### src/rtl/ftp_pkg.sv
package ftp_pkg;

    typedef enum logic [2:0] {
        ST_IDLE,
        ST_RD_A,
        ST_RD_B,
        ST_CHK_A,
        ST_CHK_B,
        ST_RESET_WR,
        ST_FINISH
    } poll_state_t;

    localparam logic [15:0] RESET_CMD = 16'h00F0;
    localparam int          FLAG_IDX  = 5;

endpackage

### src/rtl/ftp_toggle_cmp.sv
module ftp_toggle_cmp #(
    parameter int DW       = 16,
    parameter int BIT_IDX  = 6,
    parameter int FLAG_IDX = 5
) (
    input  logic          clk,
    input  logic          rst_n,
    input  logic          clear,
    input  logic          capture,
    input  logic [DW-1:0] rdata,
    output logic          toggled,
    output logic          flag,
    output logic          held_valid
);

    logic held_bit;

    always_ff @(posedge clk or negedge rst_n) begin
        if (!rst_n) begin
            held_bit   <= 1'b0;
            held_valid <= 1'b0;
        end else if (clear) begin
            held_bit   <= 1'b0;
            held_valid <= 1'b0;
        end else if (capture) begin
            held_bit   <= rdata[BIT_IDX];
            held_valid <= 1'b1;
        end
    end

    always_comb begin
        toggled = held_valid && (rdata[BIT_IDX] != held_bit);
        flag    = rdata[FLAG_IDX];
    end

    // a clear always leaves no stored value behind
    a_r8_clear_drops_value: assert property (@(posedge clk) disable iff (!rst_n)
        clear |=> !held_valid);

endmodule

### src/rtl/ftp_pair_counter.sv
module ftp_pair_counter #(
    parameter int CW = 16
) (
    input  logic          clk,
    input  logic          rst_n,
    input  logic          clear,
    input  logic          inc,
    input  logic [CW-1:0] limit,
    output logic          last
);

    logic [CW-1:0] pairs_q;

    always_ff @(posedge clk or negedge rst_n) begin
        if (!rst_n) begin
            pairs_q <= '0;
        end else if (clear) begin
            pairs_q <= '0;
        end else if (inc) begin
            pairs_q <= pairs_q + 1'b1;
        end
    end

    always_comb begin
        last = (limit != '0) && (pairs_q >= limit - 1'b1);
    end

    // the count is never advanced on the pair that exhausts the budget
    a_r7_no_overrun: assert property (@(posedge clk) disable iff (!rst_n)
        inc |-> !last);

endmodule

### src/rtl/flash_toggle_poller.sv
module flash_toggle_poller
    import ftp_pkg::*;
#(
    parameter int AW         = 24,
    parameter int DW         = 16,
    parameter int CW         = 16,
    parameter bit SECTOR_BIT = 1'b0
) (
    input  logic          clk,
    input  logic          rst_n,
    input  logic          start,
    input  logic          abort,
    input  logic [AW-1:0] status_addr,
    input  logic [CW-1:0] poll_limit,
    output logic          bus_req,
    output logic          bus_we,
    output logic [AW-1:0] bus_addr,
    output logic [DW-1:0] bus_wdata,
    input  logic          bus_ack,
    input  logic [DW-1:0] bus_rdata,
    output logic          busy,
    output logic          done,
    output logic          fail
);

    localparam int TOG_IDX = SECTOR_BIT ? 2 : 6;

    poll_state_t   state_q, state_d;
    logic [AW-1:0] addr_q;
    logic          fail_q;

    logic cap, cmp_clr, cnt_clr, cnt_inc;
    logic toggled, flag, held_valid, budget_last;

    ftp_toggle_cmp #(
        .DW       (DW),
        .BIT_IDX  (TOG_IDX),
        .FLAG_IDX (FLAG_IDX)
    ) u_cmp (
        .clk        (clk),
        .rst_n      (rst_n),
        .clear      (cmp_clr),
        .capture    (cap),
        .rdata      (bus_rdata),
        .toggled    (toggled),
        .flag       (flag),
        .held_valid (held_valid)
    );

    ftp_pair_counter #(
        .CW (CW)
    ) u_cnt (
        .clk   (clk),
        .rst_n (rst_n),
        .clear (cnt_clr),
        .inc   (cnt_inc),
        .limit (poll_limit),
        .last  (budget_last)
    );

    // next-state and control
    always_comb begin
        state_d = state_q;
        cap     = 1'b0;
        cmp_clr = 1'b0;
        cnt_clr = 1'b0;
        cnt_inc = 1'b0;
        unique case (state_q)
            ST_IDLE: begin
                if (start) begin
                    state_d = ST_RD_A;
                    cmp_clr = 1'b1;
                    cnt_clr = 1'b1;
                end
            end
            ST_RD_A: begin
                if (bus_ack) begin
                    cap     = 1'b1;
                    state_d = ST_RD_B;
                end
            end
            ST_RD_B: begin
                if (bus_ack) begin
                    if (!toggled) begin
                        state_d = ST_FINISH;
                    end else if (flag) begin
                        state_d = ST_CHK_A;
                    end else if (budget_last) begin
                        state_d = ST_RESET_WR;
                    end else begin
                        cnt_inc = 1'b1;
                        state_d = ST_RD_A;
                    end
                end
            end
            ST_CHK_A: begin
                if (bus_ack) begin
                    cap     = 1'b1;
                    state_d = ST_CHK_B;
                end
            end
            ST_CHK_B: begin
                if (bus_ack) begin
                    state_d = toggled ? ST_RESET_WR : ST_FINISH;
                end
            end
            ST_RESET_WR: begin
                if (bus_ack) begin
                    state_d = ST_FINISH;
                end
            end
            ST_FINISH: begin
                state_d = ST_IDLE;
            end
            default: begin
                state_d = ST_IDLE;
            end
        endcase
        if (abort) begin
            state_d = ST_IDLE;
            cap     = 1'b0;
            cnt_inc = 1'b0;
            cmp_clr = 1'b1;
            cnt_clr = 1'b1;
        end
    end

    // state register
    always_ff @(posedge clk or negedge rst_n) begin
        if (!rst_n) begin
            state_q <= ST_IDLE;
            addr_q  <= '0;
            fail_q  <= 1'b0;
        end else begin
            state_q <= state_d;
            if (state_q == ST_IDLE && start && !abort) begin
                addr_q <= status_addr;
                fail_q <= 1'b0;
            end else if (state_d == ST_RESET_WR) begin
                fail_q <= 1'b1;
            end
        end
    end

    // outputs
    always_comb begin
        bus_req   = 1'b0;
        bus_we    = 1'b0;
        bus_wdata = '0;
        bus_addr  = addr_q;
        done      = 1'b0;
        fail      = 1'b0;
        busy      = (state_q != ST_IDLE);
        unique case (state_q)
            ST_RD_A, ST_RD_B, ST_CHK_A, ST_CHK_B: begin
                bus_req = 1'b1;
            end
            ST_RESET_WR: begin
                bus_req   = 1'b1;
                bus_we    = 1'b1;
                bus_wdata = DW'(RESET_CMD);
            end
            ST_FINISH: begin
                done = 1'b1;
                fail = fail_q;
            end
            default: begin
            end
        endcase
    end

    // a pending request keeps its address and direction
    a_r1_req_hold: assert property (@(posedge clk) disable iff (!rst_n)
        bus_req && !bus_ack && !abort |=> bus_req && $stable(bus_addr) && $stable(bus_we));

    // a comparison is only taken against a stored first read
    a_r2_cmp_primed: assert property (@(posedge clk) disable iff (!rst_n)
        (state_q == ST_RD_B || state_q == ST_CHK_B) && bus_ack |-> held_valid);

    // the only write carries the reset command
    a_r5_reset_data: assert property (@(posedge clk) disable iff (!rst_n)
        bus_req && bus_we |-> bus_wdata == DW'(RESET_CMD));

    // completion is a single-cycle pulse
    a_r6_done_pulse: assert property (@(posedge clk) disable iff (!rst_n)
        done |=> !done);

    // failure only qualifies a completion
    a_r6_fail_with_done: assert property (@(posedge clk) disable iff (!rst_n)
        fail |-> done);

    // abort leaves the machine idle with no request
    a_r8_abort_idle: assert property (@(posedge clk) disable iff (!rst_n)
        abort |=> !busy && !bus_req && !done);

endmodule

### config.mk
export PLATFORM = sky130hd
export DESIGN_NAME = flash_toggle_poller
export DESIGN_NICKNAME = d
export VERILOG_FILES = /design/src/rtl/ftp_pkg.sv /design/src/rtl/ftp_toggle_cmp.sv /design/src/rtl/ftp_pair_counter.sv /design/src/rtl/flash_toggle_poller.sv
export SDC_FILE = /design/constraint.sdc
export NUM_CORES = 1
export LEC_CHECK = 0
export CORE_MARGIN = 1
export CORE_UTILIZATION = 45
export CTS_CLUSTER_SIZE = 24
export DETAILED_ROUTE_END_ITERATION = 8
export DONT_BUFFER_PORTS = 1
export PLACE_DENSITY_LB_ADDON = 0.3
export SLEW_MARGIN = 20
export SYNTH_ARGS = -nofsm -noshare
export SYNTH_HDL_FRONTEND = slang
export SYNTH_SLANG_ARGS = --single-unit
export TNS_END_PERCENT = 20
### constraint.sdc
create_clock -name clk -period 3.25 [get_ports clk]
set_clock_uncertainty 0.2 [all_clocks]
set_input_delay 0.325 -clock clk [delete_from_list [all_inputs] [get_ports clk]]
set_output_delay 0.325 -clock clk [all_outputs]
set_load 0.01 [all_outputs]
# --- Word-level counts from Yosys, hierarchy flattened ---
# Index checks and enable logic that the tools add are counted.
word_totals:
  ff_bits: 46
  latch_bits: 0
  ram_bits: 0
  rom_bits: 0
  inputBits: 61
  output_inout_bits: 45
  word_cells: 67
  memories: 0
op_classes:
  add_sub_neg: 2
  multipliers: 0
  div: 0
  magnitude_cmp: 1
  n_eq_ne: 8
  n_shift: 0
  muxes: 37
  bitwise: 0
  n_reduce_logical: 13
ops:
  columns: ["cell", "count"]
  rows:
  - ["two-way mux 16 bit", 2]
  - ["two-way mux 3 bit", 10]
  - ["two-way mux 1 bit", 22]
  - ["one-hot mux 3 bit (6 select lines)", 1]
  - ["adder 16 x 1 -> 16 bit (second input constant)", 1]
  - [">= comparator 16 bit", 1]
  - ["nonzero test 16 bit", 1]
  - ["subtractor 16 x 1 -> 16 bit (second input constant)", 1]
  - ["== test 3 bit (second input constant)", 4]
  - ["two-way mux 8 bit", 1]
  - ["== test 3 x 2 -> 1 bit (second input constant)", 2]
  - ["nonzero test 2 bit", 3]
  - ["OR reduction 5 bit", 1]
  - ["logical AND 1 bit", 4]
  - ["== test 3 x 1 -> 1 bit (second input constant)", 1]
  - ["logical NOT 3 bit", 1]
  - ["nonzero test 3 bit", 1]
  - ["two-way mux 2 bit", 1]
  - ["OR reduction 2 bit", 1]
  - ["logical NOT 1 bit", 1]
  - ["!= test 1 bit", 1]

# --- Longest topological paths before layout ---
# Gate-level depths: netlist of the first run.
logic_depth:
  ltp_word: 12
  mapped_depth: 15
  mapped_depth_nobuf: 14

# --- By module ---
# Synthesis of the first run repeated with hierarchy kept, for this count alone.
hier_totals:
  cells_unflattened: 269
  hier_area_um2: 2986.6
by_module_without_submodules:
  columns: ["module", "instances", "cells_each", "area_per_inst_um2", "seq_area_each_um2"]
  rows:
  - ["flash_toggle_poller", 1, 107, 1452.6, 700.7]
  - ["ftp_pair_counter", 1, 153, 1440.1, 400.4]
  - ["ftp_toggle_cmp", 1, 9, 93.8, 50.0]

# --- Worst setup path after synthesis of the first run ---
# No wires, ideal clock.
synth_timing:
  path_type: "input -> register"
  from: "input port poll_limit[3]"
  to: "register u_cnt.pairs_q[1]"
  setup_ns: 0.064
  arrival_time_ns: 3.606
  t_required_ns: 2.986
  slack_ns: -0.621
  path_stages: 15
  path_buffers: 1
  cell_sequence: "nor3_2 > nand2b_1 > nor3_1 > nand2_1 > nor4_1 > xnor2_1 > ha_1 > nand4_1 > or3_1 > or4_1 > nand4_1 > a21o_1 > buf_2 > and3_1 > a31o_2"
synth_via:
  elab_chain_len: 10
  elab_cells_between_ends: 11
  classes_between: "add/sub (1); order compare (1); mux (6); reduce/logical (3)"
synth_rtl:
  columns: ["element", "line", "text"]
  rows:
  - ["from (decl)", "flash_toggle_poller.sv:14", "input logic [CW-1:0] poll_limit,"]
  - ["subtractor 16 x 1 -> 16 bit", "ftp_pair_counter.sv:25", "last = (limit != '0) && (pairs_q >= limit - 1'b1);"]
  - [">= comparator 16 bit", "ftp_pair_counter.sv:25", null]
  - ["logical AND 1 bit *", "ftp_pair_counter.sv:25", null]
  - ["two-way mux 1 bit *", "flash_toggle_poller.sv:88", "end else if (budget_last) begin"]
  - ["two-way mux 1 bit *", "flash_toggle_poller.sv:86", "end else if (flag) begin"]
  - ["two-way mux 1 bit *", "flash_toggle_poller.sv:84", "if (!toggled) begin"]
  - ["two-way mux 1 bit *", "flash_toggle_poller.sv:83", "if (bus_ack) begin"]
  - ["two-way mux 1 bit *", "flash_toggle_poller.sv:68", "unique case (state_q)"]
  - ["two-way mux 1 bit *", "flash_toggle_poller.sv:119", "if (abort) begin"]
  - ["nonzero test 2 bit (no line) *", null, null]
  - ["to (signal assigned)", "ftp_pair_counter.sv:20", "pairs_q <= pairs_q + 1'b1;"]
  - ["to (decl)", "ftp_pair_counter.sv:12", "logic [CW-1:0] pairs_q;"]
# Every way passes the cells marked *; elsewhere a longest branch is shown, timed or not.
# A chain may end at the register's enable or synchronous reset.

# --- Worst setup path in the final report of the first run ---
layout_timing:
  from: "input port poll_limit[4]"
  to: "register state_q[2]"
layout_via:
  elab_chain_len: 9
  elab_cells_between_ends: 10
  classes_between: "add/sub (1); order compare (1); mux (6); reduce/logical (2)"
layout_rtl:
  columns: ["element", "line", "text"]
  rows:
  - ["subtractor 16 x 1 -> 16 bit", "ftp_pair_counter.sv:25", null]
  - [">= comparator 16 bit", "ftp_pair_counter.sv:25", null]
  - ["logical AND 1 bit *", "ftp_pair_counter.sv:25", null]
  - ["two-way mux 3 bit *", "flash_toggle_poller.sv:88", null]
  - ["two-way mux 3 bit *", "flash_toggle_poller.sv:86", null]
  - ["two-way mux 3 bit *", "flash_toggle_poller.sv:84", null]
  - ["two-way mux 3 bit *", "flash_toggle_poller.sv:83", null]
  - ["one-hot mux 3 bit (6 select lines) *", "flash_toggle_poller.sv:68", null]
  - ["two-way mux 3 bit *", "flash_toggle_poller.sv:119", null]
  - ["named net state_d[2]", "flash_toggle_poller.sv:28", "poll_state_t state_q, state_d;"]
  - ["to (signal assigned)", "flash_toggle_poller.sv:135", "state_q <= state_d;"]
  - ["to (decl)", "flash_toggle_poller.sv:28", null]
# The timed path passes the listed nets; every way through them passes the cells marked *.

==> out/summary.txt, run 1 <==
Worst EP required - 3.27 ns
Grt ovf - 0
Final Setup Violations - 18
H-Tree Depth - 2
Clk_lat worst skew - 0.29 ns
#FFs+latches synth - 46
Reg clk slew, reported paths - 0.09 ns
Detail Route Antenna Nets - 0
Worst flop-to-flop path startpoint - u_cnt.pairs_q[0]
Layout Nets - 412
Drt pass-1 iters - 4
Period utilisation layout - 105%
Post-synth top area cell - dfrtp_1
PD cells - 392 nW/µm²
Final HPWL DP - 4350 µm
Avg Cell Area, Syn - 9.90 µm²
CP startpoint - poll_limit[4]
Row cnt - 28
Chip width - 81.9 µm
Max_slew headroom - 40.6%
Crit path DAT - 3.44 ns
FFs w/ async S/R, synth - 100%
Fmax - 293 MHz
Avg Vias per Cell - 5.44
Slew Viols, Final - 0
Min-Delay Path Class - in -> reg
PnR worst setup slack - -0.167 ns
Post-synth EDFFs - 0
Sequential area share after synthesis - 40.1%
Top Family by Delay on Critical Path - simple AND/OR/NAND/NOR gates
Setup total negative slack - -2.52 ns
DR vias - 2218
Initial Util - 47.7%
Final core area utilization - 57.3%
Critical path cell sequence - nor3_4 > nand2b_1 > nor3_4 > nand2_2 > nor4_4 > xnor2_1 > ha_1 > nand4_1 > or3_4 > or4_1 > nand4_1 > buf_4 > nand4_1 > o311a_1 > nor2b_1
Crit end category - register
GPL Wtd Cong - 0.826
Initial drt markers - 104
Routed WL per cell - 15.2 µm
Final Hold Vio Count - 0
Die area - 6700 µm²
CP max FO - 6
Crit-path max cell delay - 0.43 ns
Synth Warn # - 0
Cells after Synth - 290
CTS buffer count - 5
Critical Path Most Common Cell - nand4_1
Mapped cell area - 2870 µm²
Startpoint types - input pin
Slowest CP cell - or3_4
Initial antenna violation count - 0
Final wirelength - 6200 µm
Global-route wire length before repair - 9860 µm
Root Driver - clkbuf_8
Area Overhead vs Synth - 20.2%
Cell variety after synth - 42
Most instantiated library cell after synthesis - dfrtp_1
GRT Total Usage - 19.6%
Violated checks - negative setup slack
Core area - 6030 µm²
Ant diodes - 0
Maxcap violations - 0
Max VDD drop - 0.324 mV
Ports - 106
Largest net degree at the start of global routing - 47
I/O Buffers - 0
Proportion of layout cells with a drive suffix above 1 - 19.5%
Ys flop type - dfrtp_1
Commonest cells post-synth - dfrtp_1, mux2_2, nor2_1
Buf/Inv on CP - 1
Tmin final - 3.42 ns
Run status - finished with violations
Worst-margin pin slew - 0.888 ns
Number of global-route vias before repair - 2178
Pre-CTS setup slack - -0.479 ns
Fill cells - 505
CTS tree - done
P_leak - 1.45 nW
Post-synth top area share - 40.1%
Clock Tree Buf Depth - 2
Min-Delay Startpoint - abort
RSZ-0062 raised after global routing - true
Sink Count - 46
Die H - 81.9 µm
# DRC - 0
Largest cells by area after synthesis - dfrtp_1, mux2_2, ha_1
WS Path Type - in -> reg
==> registers in the layout, summed over array words and instances, names as in the netlist <==
| register | count |
|---|---|
| state_q | 3 |
| fail_q | 1 |
| u_cmp.held_bit | 1 |
| u_cmp.held_valid | 1 |
| bus_addr | 24 |
| u_cnt.pairs_q | 16 |
==> final timing paths <==
path                       slack (ns)                end  depth (start not counted)
max                             -0.17         state_q[2]                         15
min                              0.05   u_cnt.pairs_q[1]                          2
max reg2reg                      0.32  u_cnt.pairs_q[10]                         10
min reg2reg                      0.36   u_cmp.held_valid                          2
max in group asynchronous        2.31   u_cnt.pairs_q[3]                          2
min in group asynchronous        0.33         state_q[1]                          2
==> metal layers <==
layer  part of all wire [%]  wire (µm)  up-vias  global-route usage [%]
li1                       -          -     1093                       -
met1                     43       2650     1045                    23.9
met2                     49       3030       74                    32.3
met3                    7.0        435        6                    7.56
met4                    1.2         77        0                    4.91
met5                      0          0        -                       0
==> power breakdown <==
| group | switching [mW] | internal [mW] |
|---|---|---|
| Sequential | 0.110 | 0.662 |
| Combinational | 0.101 | 0.131 |
| Clock | 0.196 | 0.151 |
==> stage by stage <==
step	area, µm²	cells	hold WS [ns]	power [mW]
final	3450	408	0.0531	1.35
after global routing	3450	408	0.0431	1.43
after CTS	3390	406	0.0374	1.36
after detailed placement	3000	370	-0.169	0.967
after global placement	3000	370	-0.169	0.958
after floorplan	2930	301	-0.171	0.929
==> final cells by class <==
cell class | count | area (µm²) | share of cell area, %
Sequential cell | 46 | 1150 | 33.4
Multi-Input combinational cell | 220 | 1630 | 47.1
Clock buffer | 5 | 68.8 | 1.99
Inverter | 12 | 45.0 | 1.31
Timing Repair Buffer | 47 | 444 | 12.9
Clock inverter | 3 | 21.3 | 0.616
Tap cell | 75 | 93.8 | 2.72
==> kinds of logic after synthesis <==
logic type,share of synthesized area [%]
mux,9.76
fa+ha+maj,8.28
other cells,0.131
xor+xnor,6.41
buf+inv,6.71
simple gates,18.7
compound gates,9.89
flops,40.1
==> cell usage in the layout, fill, tap and decap left out, types with 2 or more instances in the layout <==
cell type	count
conb_1	12
nor3_1	6
dlygate4sd3_1	27
nor4_4	2
buf_4	18
xnor2_1	16
nor4_1	2
clkbuf_8	5
o21ai_0	7
nor2_1	23
ha_1	19
o31ai_1	2
and4_1	2
nand2b_1	7
dfrtp_1	46
a211oi_1	2
nand2_1	19
inv_1	12
or4_1	3
o21a_1	2
nor3_4	2
nand4_1	6
nand3b_1	2
xor2_1	5
nor2b_1	2
and3_1	2
a21oi_1	19
a2111oi_0	6
nand3_1	8
or3_1	4
mux2_2	24
==> repair_timing <==
item	in CTS	in global routing
resized for setup	0	10
endpoints found under the hold margin	73	0
setup buffers	0	2
hold buffers	28	0
pin swaps	2	10
endpoints found under the setup margin	18	18
Power figures use the tool's default switching activity.
==> run 2, diff against run 1 <==
Settings changed: CORE_UTILIZATION 45 to 25.
==> run 2 against run 1 <==
Register-to-register slack got worse by 0.07 ns. The flow still finishes with violations (negative setup slack). Global-route usage shrank 7.3 points. Sequential share of layout area down 1.6 points. Routed wire length is 12% higher. Clock power grew 65%. Sequential power barely moved. Largest power group unchanged. Critical path depth decreased by 2.
==> out/summary.txt, run 2 (same netlist as run 1, synthesis figures left out) <==
Run status - finished with violations
Violated checks - negative setup slack
I/O Buffers - 0
Final HPWL DP - 4970 µm
Area Overhead vs Synth - 26.4%
PnR worst setup slack - -0.104 ns
Worst flop-to-flop path startpoint - u_cnt.pairs_q[0]
PD cells - 435 nW/µm²
WS Path Type - in -> reg
Initial Util - 26.0%
Most common cell after layout, fill and taps aside - dfrtp_1
Crit-path max cell delay - 0.54 ns
Initial drt markers - 70
CTS buffer count - 5
Max VDD drop - 0.370 mV
Die area - 11900 µm²
GRT Total Usage - 12.3%
Critical path cell sequence - or4_4 > nor4_4 > nand3_1 > xor2_1 > ha_1 > nand4_1 > or3_1 > or4_1 > nand4_1 > buf_4 > a21oi_2 > a41o_1 > a21oi_1
Root Driver - clkbuf_16
Post-route insts no fill - 476
P_leak - 1.49 nW
Crit path DAT - 3.35 ns
Critical Path Most Common Cell - nand4_1
Clock Tree Buf Depth - 2
Avg Vias per Cell - 4.87
Worst EP required - 3.25 ns
Clk_lat worst skew - 0.28 ns
Sink Count - 46
Pre-CTS setup slack - -0.561 ns
R2R Path End - u_cnt.pairs_q[10]
H-Tree Depth - 2
Global-route wire length before repair - 11400 µm
Final Hold Vio Count - 0
Worst-margin pin slew - 0.913 ns
Final Setup Violations - 16
Tmin final - 3.35 ns
Final wirelength - 6910 µm
Hold path cells - 3
Number of global-route vias before repair - 2439
Startpoint types - input pin
Min-Delay Path Class - in -> reg
Min-Delay Startpoint - abort
# DRC - 0
DR vias - 2319
Largest net degree at the start of global routing - 47
Fmax - 298 MHz
Reg clk slew, reported paths - 0.07 ns
Layout Nets - 415
RSZ-0062 raised after global routing - true
Core area - 11000 µm²
Row cnt - 38
Fill cells - 1125
Initial antenna violation count - 0
Max_slew headroom - 38.9%
R2R Setup Slk - 0.25 ns
Slew Viols, Final - 0
Grt ovf - 0
Detail Route Antenna Nets - 0
Chip width - 109 µm
Period utilisation layout - 103%
Cell count after placement - 437
Maxcap violations - 0
Ant diodes - 0
Largest register FFs - 24
Die H - 109 µm
Crit end category - register
Ports - 106
Drt pass-1 iters - 4
Proportion of layout cells with a drive suffix above 1 - 19.6%
Routed WL per cell - 14.5 µm
R2R cell count - 10
Smallest hold slack - 0.0163 ns
Commonest non-fill, non-tap cells in the layout - dfrtp_1, dlygate4sd3_1, mux2_2
GPL Wtd Cong - 0.803
CP startpoint - poll_limit[10]
CP max FO - 3
Hold Path End - state_q[0]
CTS tree - done
Slowest CP cell - or4_4
## run 2: cell count changes in the layout (fill, tap and decap cells not counted), moves of 2 or more
cell / previous run / this run
a2111oi_0: 6 / 3
clkbuf_16: 0 / 5
clkbuf_1: 0 / 2
buf_4: 18 / 20
a2111oi_1: 0 / 2
clkbuf_8: 5 / 0
## run 2: cell type report
| type | instances | area, µm² | share of cell area [%] |
|---|---|---|---|
| timing repair buffer | 50 | 470 | 13.0 |
| sequential | 46 | 1150 | 31.7 |
| inverter | 12 | 45.0 | 1.24 |
| clock inverter | 1 | 30.0 | 0.828 |
| multi-input combinational | 220 | 1620 | 44.8 |
| clock buffer | 7 | 133 | 3.66 |
| tap | 140 | 175 | 4.83 |
## run 2: metrics by stage
stage	area [µm²]	setup TNS, ns	power (mW)	util [%]
3_3_place_gp	3100	-6.96	0.965	28.1
5_1_grt	3630	-3.86	1.66	32.9
6_report	3630	-0.619	1.58	32.9
3_5_place_dp	3100	-8.85	0.971	28.1
2_1_floorplan	2930	-5.18	0.929	-
4_1_cts	3570	-3.51	1.59	32.4
## run 2: timing repair
action / 4_1_cts / 5_1_grt
endpoints found under the setup margin: 18 / 18
endpoints found under the hold margin: 71 / 1
hold buffers: 27 / 1
resized for setup: 4 / 8
pin swaps: 11 / 5
buffers inserted: 1 / 2
## run 2: power breakdown
part / total, mW / internal (mW) / switching (mW)
Combinational: 0.234 / 0.131 / 0.103
Clock: 0.573 / 0.364 / 0.209
Sequential: 0.771 / 0.663 / 0.107
Total: 1.58 / 1.16 / 0.420
## run 2: critical path: cells and delay by family
| kind | cells | cell delay, ns |
|---|---|---|
| and+or+nand+nor | 7 | 1.94 |
| AOI/OAI and AO/OA | 3 | 0.43 |
| adders and majority gates | 1 | 0.31 |
| xor gates and xnor gates | 1 | 0.19 |
| buffers and inverters | 1 | 0.17 |
## run 2: how the worst max path moves through the flow
stage / to / slack (ns) / cells after the start
floorplan: u_cnt.pairs_q[1] / -0.37 / 13
detailed placement: fail_q / -0.56 / 14
finish: u_cnt.pairs_q[14] / -0.10 / 13
global placement: fail_q / -0.44 / 14
global route: fail_q / -0.29 / 14
CTS: fail_q / -0.24 / 14
## run 2: routing by layer
layer  vias to the layer above  track usage (%)  share of wire, %
li1                       1097                -                 -
met1                      1116             15.3                45
met2                        99             20.9                45
met3                         7             3.89               9.5
met4                         0             2.67              0.74
met5                         -                0                 0
